==> config.mk <==
export PLATFORM = sky130hd
export DESIGN_NAME = ringFifo
export DESIGN_NICKNAME = d
export VERILOG_FILES = /design/src/rtl/ringFifoPkg.sv /design/src/rtl/ringFifoCtrl.sv /design/src/rtl/ringFifoData.sv /design/src/rtl/ringFifo.sv
export SDC_FILE = /design/constraint.sdc
export NUM_CORES = 1
export LEC_CHECK = 0
export BUFFER_PORTS_ARGS = -buffer_cell sky130_fd_sc_hd__clkbuf_2
export CORE_ASPECT_RATIO = 0.8
export CORE_UTILIZATION = 54
export DETAILED_ROUTE_END_ITERATION = 8
export PLACE_DENSITY_LB_ADDON = 0.15
export SLEW_MARGIN = 10
export SYNTH_ARGS = -nofsm -noshare
export SYNTH_HDL_FRONTEND = slang
export SYNTH_SLANG_ARGS = --single-unit
==> constraint.sdc <==
create_clock -name clk -period 2.39 [get_ports clk]
set_input_delay 0.3585 -clock clk [delete_from_list [all_inputs] [get_ports clk]]
set_output_delay 0.3585 -clock clk [all_outputs]
set_load 0.005 [all_outputs]
==> src/rtl/ringFifoPkg.sv <==
package ringFifoPkg;
  typedef struct packed {
    logic wrAccept;
    logic rdAccept;
  } fifoStrobes_t;
endpackage

==> src/rtl/ringFifoCtrl.sv <==
module ringFifoCtrl
  import ringFifoPkg::*;
#(
  parameter int ADDR_W = 3
) (
  input  logic              clk,
  input  logic              rst,
  input  logic              wrValid,
  input  logic              rdReq,
  output fifoStrobes_t      strobes,
  output logic [ADDR_W-1:0] wrPtr,
  output logic [ADDR_W-1:0] rdPtr,
  output logic              full,
  output logic              empty
);
  logic [ADDR_W-1:0] wrPtrInc;
  logic [ADDR_W-1:0] rdPtrInc;

  // Plain unsigned overflow provides the ring wrap.
  always_comb begin
    wrPtrInc = wrPtr + 1'b1;
    rdPtrInc = rdPtr + 1'b1;
  end

  // Flags are decoded from registered pointers only.
  always_comb begin
    empty = (wrPtr == rdPtr);
    full  = (wrPtrInc == rdPtr);
  end

  always_comb begin
    strobes.wrAccept = wrValid && !full;
    strobes.rdAccept = rdReq && !empty;
  end

  always_ff @(posedge clk) begin
    if (rst) begin
      wrPtr <= '0;
    end else if (strobes.wrAccept) begin
      wrPtr <= wrPtrInc;
    end
  end

  always_ff @(posedge clk) begin
    if (rst) begin
      rdPtr <= '0;
    end else if (strobes.rdAccept) begin
      rdPtr <= rdPtrInc;
    end
  end
endmodule

==> src/rtl/ringFifoData.sv <==
module ringFifoData
  import ringFifoPkg::*;
#(
  parameter int DATA_W = 8,
  parameter int ADDR_W = 3
) (
  input  logic              clk,
  input  logic              rst,
  input  fifoStrobes_t      strobes,
  input  logic [ADDR_W-1:0] wrPtr,
  input  logic [ADDR_W-1:0] rdPtr,
  input  logic [DATA_W-1:0] wrData,
  output logic [DATA_W-1:0] rdData
);
  localparam int DEPTH = 1 << ADDR_W;

  logic [DATA_W-1:0] ringMem [DEPTH];

  always_ff @(posedge clk) begin
    if (strobes.wrAccept) begin
      ringMem[wrPtr] <= wrData;
    end
  end

  always_ff @(posedge clk) begin
    if (rst) begin
      rdData <= '0;
    end else if (strobes.rdAccept) begin
      rdData <= ringMem[rdPtr];
    end
  end
endmodule

==> src/rtl/ringFifo.sv <==
module ringFifo
  import ringFifoPkg::*;
#(
  parameter int DATA_W = 8,
  parameter int ADDR_W = 3
) (
  input  logic              clk,
  input  logic              rst,
  input  logic              wrValid,
  input  logic [DATA_W-1:0] wrData,
  output logic              wrFull,
  input  logic              rdReq,
  output logic [DATA_W-1:0] rdData,
  output logic              rdEmpty
);
  fifoStrobes_t      strobes;
  logic [ADDR_W-1:0] wrPtr;
  logic [ADDR_W-1:0] rdPtr;

  ringFifoCtrl #(.ADDR_W(ADDR_W)) uCtrl (
    .clk     (clk),
    .rst     (rst),
    .wrValid (wrValid),
    .rdReq   (rdReq),
    .strobes (strobes),
    .wrPtr   (wrPtr),
    .rdPtr   (rdPtr),
    .full    (wrFull),
    .empty   (rdEmpty)
  );

  ringFifoData #(.DATA_W(DATA_W), .ADDR_W(ADDR_W)) uData (
    .clk     (clk),
    .rst     (rst),
    .strobes (strobes),
    .wrPtr   (wrPtr),
    .rdPtr   (rdPtr),
    .wrData  (wrData),
    .rdData  (rdData)
  );
endmodule

Yosys cells after proc, flatten, opt, wreduce, memory -nomap -nowiden
Memories as Yosys holds them, arrays and structs flattened. A register that Yosys moved wholly into a read port is not among the register bits.
Cells that the tools add are included.

storage, ports and cells
  bits in registers = 6
  bits in writable memories = 64
  output and inout port bits = 10
  logic and storage cells = 13
  memories kept = 1

memories
  name           words  bits a word  read ports  clocked after memory_dff  wr ports  line                text
  uData.ringMem  8      8            1           1                         1         ringFifoData.sv:17  logic [DATA_W-1:0] ringMem [DEPTH];

operators by class
  add/subtract/negate cells = 2
  eq/ne operators = 2
  mux-type cells = 2
  reductions and logical operators = 4

operator list
  cell                                          number
  adder 3 x 1 -> 3 bit (second input constant)  2
  equality test 3 bit                           2
  logical AND 1 bit                             2
  zero test 1 bit                               2
  two-way mux 1 bit                             2

Logic depth before layout (Yosys ltp)
  depth in word-level cells = 6
  mapped depth = 5
  gate-level depth less buffers = 4

By module
Synthesis repeated with hierarchy kept, for this count alone.

second synthesis, totals
  cells, all modules = 213
  area total of the unflattened synthesis = 3263.1 um^2

modules (own cells, without submodules)
  module        times used  cells each  area each (um^2)  sequential area each (um^2)
  ringFifoData  1           162         2812.7            2082.0
  ringFifoCtrl  1           51          450.4             120.1

Least setup slack after synthesis
OpenSTA, ideal clock, no wires.

  path type = register -> register
  start point = reg uCtrl.wrPtr[0]
  end point = mem uData.ringMem[2][0], enable pin
  library setup time = 398 ps
  arrival = 2219 ps
  slack = -227 ps
  stages on the path, launching flop included = 5
  path buffers = 0
  period minus slack after synthesis = 2617 ps
  path through = dfxtp_1 ha_1 xor2_2 o31ai_4 nor4b_1

between the ends
  cells in the longest elaborated chain, start to end = 6

RTL lines
  what                                     line                text
  from (decl)                              ringFifoCtrl.sv:11  output logic [ADDR_W-1:0] wrPtr,
  from (signal assigned)                   ringFifoCtrl.sv:40  wrPtr <= wrPtrInc;
  adder 3 x 1 -> 3 bit                     ringFifoCtrl.sv:21  wrPtrInc = wrPtr + 1'b1;
  via uCtrl.wrPtrInc[1]                    ringFifoCtrl.sv:16  logic [ADDR_W-1:0] wrPtrInc;
  equality test 3 bit                      ringFifoCtrl.sv:28  full = (wrPtrInc == rdPtr);
  zero test 1 bit                          ringFifoCtrl.sv:32  strobes.wrAccept = wrValid && !full;
  logical AND 1 bit                        ringFifoCtrl.sv:32
  two-way mux 1 bit                        ringFifoData.sv:20  if (strobes.wrAccept) begin
  two-way mux 1 bit (implied by the code)  ringFifoData.sv:21  ringMem[wrPtr] <= wrData;
  to (decl)                                ringFifoData.sv:17

The timed path passes the listed nets, and every way through them passes these cells.

Final worst setup path
  start point = reg uCtrl.wrPtr[2]
  end point = out rdEmpty

between the ends
  cells in the longest elaborated chain, start to end = 1

RTL lines
  what                 line                text
  equality test 3 bit  ringFifoCtrl.sv:27  empty = (wrPtr == rdPtr);
  to (decl)            ringFifo.sv:14      output logic rdEmpty

Every way passes these cells.

==> qor.yml <==
critical_path:
  crit_required_ns: 2.03
  worstSetupEndpointType: "output port"
  crit_type: "reg -> out"
  cp-start-kind: "flip-flop"
  critPathMaxFanout: 11
  cp.arrival_ns: 1.93
finish:
  drive_above_1_share: 0.359
  area_growth_pct: 13.6
  diodes: 0
  stdcell_count: 312
  fin_nets: 240
sta:
  clock_skew_ns: 0.00692
  fmax_mhz: 438
  period_minus_slack_ns: 2.28
  finalCritPeriodShare: 0.956
  worst_pin_slew_ns: 0.862
  final_max_slew_viol_count: 0
  fin_ws_ns: 0.106
  rsz0062_at_grt: "false"
  hold_violations: 0
  setup_violations: 0
  relSlewSlack: 0.423
  whs_ns: 0.307
die:
  core_um2: 5970
  die_area_um2: 6560
  rows: 25
  chipWidth_um: 90.3
  ioPinCount: 22
  dieHeight_um: 72.6
  initial_core_util: 0.564
placed_design:
  hpwlAfterDp_mm: 4.48
  place_ws_ns: 0.000536
  dp.cells: 296
  port_buffers: 21
  place_congestion: 0.821
yosys:
  synth_area_leaders: "edfxtp_1, mux4_2, dfxtp_1"
  synthArstFlopShare: 0
  synth_area_um2: 3370
  syn_inst: 193
  synth_top_area_share: 0.571
  yosysUniqueCellTypes: 40
  synth_common_cells: "edfxtp_1, mux4_2, dfxtp_1"
  synth.most_common_cell: "edfxtp_1"
  ys.flop_type: "edfxtp_1"
  ys_seq_area_frac: 0.654
  syn-num-nets: 207
  syn_avg_cell_area_um2: 17.4
  synth_seq_cells: 78
  ys.warnings.count: 0
  synth_edf_count: 64
  yosys.area.top_type: "edfxtp_1"
power_and_ir_drop:
  powerDensity_nw_per_um2: 1070
  power.leakage_nw: 1.33
  peakVddDrop_v: 0.000498
grt:
  grt_max_degree: 21
  overflow: 0
  first_global_vias: 1886
  antenna_found_initial: 0
  use_met2: 0.356
  use_met3: 0.0563
  grt_first_pass_wirelength_mm: 10.2
  grt_util_all_layers: 0.220
  grt_busiest_layer: "met2"
  grt.met1_usage: 0.297
routing:
  ant_nets: 0
  finalWirelength_mm: 6.56
  routedWlPerCell_um: 21.0
  via_per_inst: 6.13
  drt_first_pass_iters: 4
  drc: 0
  via_count: 1911
  drtIter0Drc: 138
clocking:
  clockRootBuffer: "clkbuf_8"
  cts-buffers-inserted: 9
  cts_tree: "done"
  hold_buffers: 0
  path_clk_slew_ns: 0.07
  cts_sinks: 78
  clkLatencyLatePin_ns: 0.35
  cts_max_level: 3
  cts_buffer_depth: 2
min_path:
  hold_path_class: "in -> reg"
run_status:
  status: "finished, final reports clean"
job:
  max_cap_viol_count: 0
power by group:
| part | internal [mW] | total (mW) | switching (mW) |
|---|---|---|---|
| registers | 1.69 | 1.79 | 0.0987 |
| clock network | 0.584 | 1.05 | 0.463 |
| logic | 0.563 | 1.24 | 0.681 |
| total | 2.83 | 4.08 | 1.24 |
metrics by stage:
| stage | utilization | setup TNS, ns | total power [mW] | cell area [um2] |
|---|---|---|---|---|
| floorplan | - | -5.06 | 2.63 | 3370 |
| global placement | 0.602 | 0 | 2.99 | 3590 |
| detailed placement | 0.602 | 0 | 3.04 | 3590 |
| CTS | 0.638 | 0 | 4.08 | 3810 |
| global route | 0.640 | 0 | 4.26 | 3830 |
| finish | 0.640 | 0 | 4.08 | 3830 |
worst paths after layout:
path                            slack (ns)  depth (start not counted)                    startpoint                             to
worst max register to register        0.18                          5   uCtrl.wrPtr[0]$_SDFFE_PP0P_  uData.ringMem[6][7]$_DFFE_PP_
worst max-delay path                  0.11                          4   uCtrl.wrPtr[2]$_SDFFE_PP0P_                        rdEmpty
worst min-delay path                  0.31                          1                     wrData[3]  uData.ringMem[7][3]$_DFFE_PP_
worst min register to register        0.58                          2  uData.rdData[1]$_SDFFE_PP0P_   uData.rdData[1]$_SDFFE_PP0P_
metal layers:
layer	share of wire	vias up
li1	-	857
met1	0.45	996
met2	0.49	49
met3	0.047	9
met4	0.011	0
met5	0	-
critical path, stage by stage (launching register included):
cell,delay [ns]
dfxtp_1,0.34
buf_4,0.19
xor2_1,0.70
nor3_1,0.18
clkbuf_2,0.17
cells in the final DEF (no fill, tap or decap), types with 2 or more instances in the layout:
| cell | instances |
|---|---|
| edfxtp_1 | 64 |
| clkbuf_2 | 21 |
| mux4_2 | 16 |
| buf_4 | 14 |
| dfxtp_1 | 14 |
| mux2i_1 | 9 |
| clkbuf_8 | 9 |
| o21ba_2 | 8 |
| o41ai_1 | 8 |
| a21oi_1 | 8 |
| nand2_1 | 5 |
| nor3_1 | 3 |
| nor2_1 | 3 |
| nand3b_1 | 3 |
| clkinvlp_4 | 3 |
| xor2_2 | 2 |
| nor4b_1 | 2 |
| nand3_1 | 2 |
| xor2_1 | 2 |
| inv_1 | 2 |
| o31a_1 | 2 |
| nand2b_1 | 2 |
| or4_1 | 2 |
| o21ai_0 | 2 |
| nand4_1 | 2 |
| ha_1 | 2 |
| bufinv_16 | 2 |
kinds of logic after synthesis:
family          count (synthesis)  synth area share
compound gates                 33            0.0825
xor+xnor                        6            0.0271
fa+ha+maj                       2           0.00743
buf+inv                        16            0.0312
flops                          78             0.654
mux                            26             0.138
simple gates                   32            0.0595
what timing repair did:
action | CTS | global route
buffers inserted | 0 | 0
pin swaps | 0 | 0
cloned | 0 | 0
setup endpoints to repair | 8 | 9
resized for setup | 1 | 2
registers in the layout (all words and copies together) (netlist names):
name	count
uData.ringMem	64
uCtrl.wrPtr	3
uCtrl.rdPtr	3
uData.rdData	8
layout make-up:
cell class	instances	area, um2
Clock buffer	10	128
Clock inverter	6	86.3
Fill cell	433	2150
Inverter	2	7.51
Multi-Input combinational cell	99	1080
Sequential cell	78	2200
Tap cell	81	101
Timing Repair Buffer	36	221
Note: power is estimated with default switching activity, not from simulation.
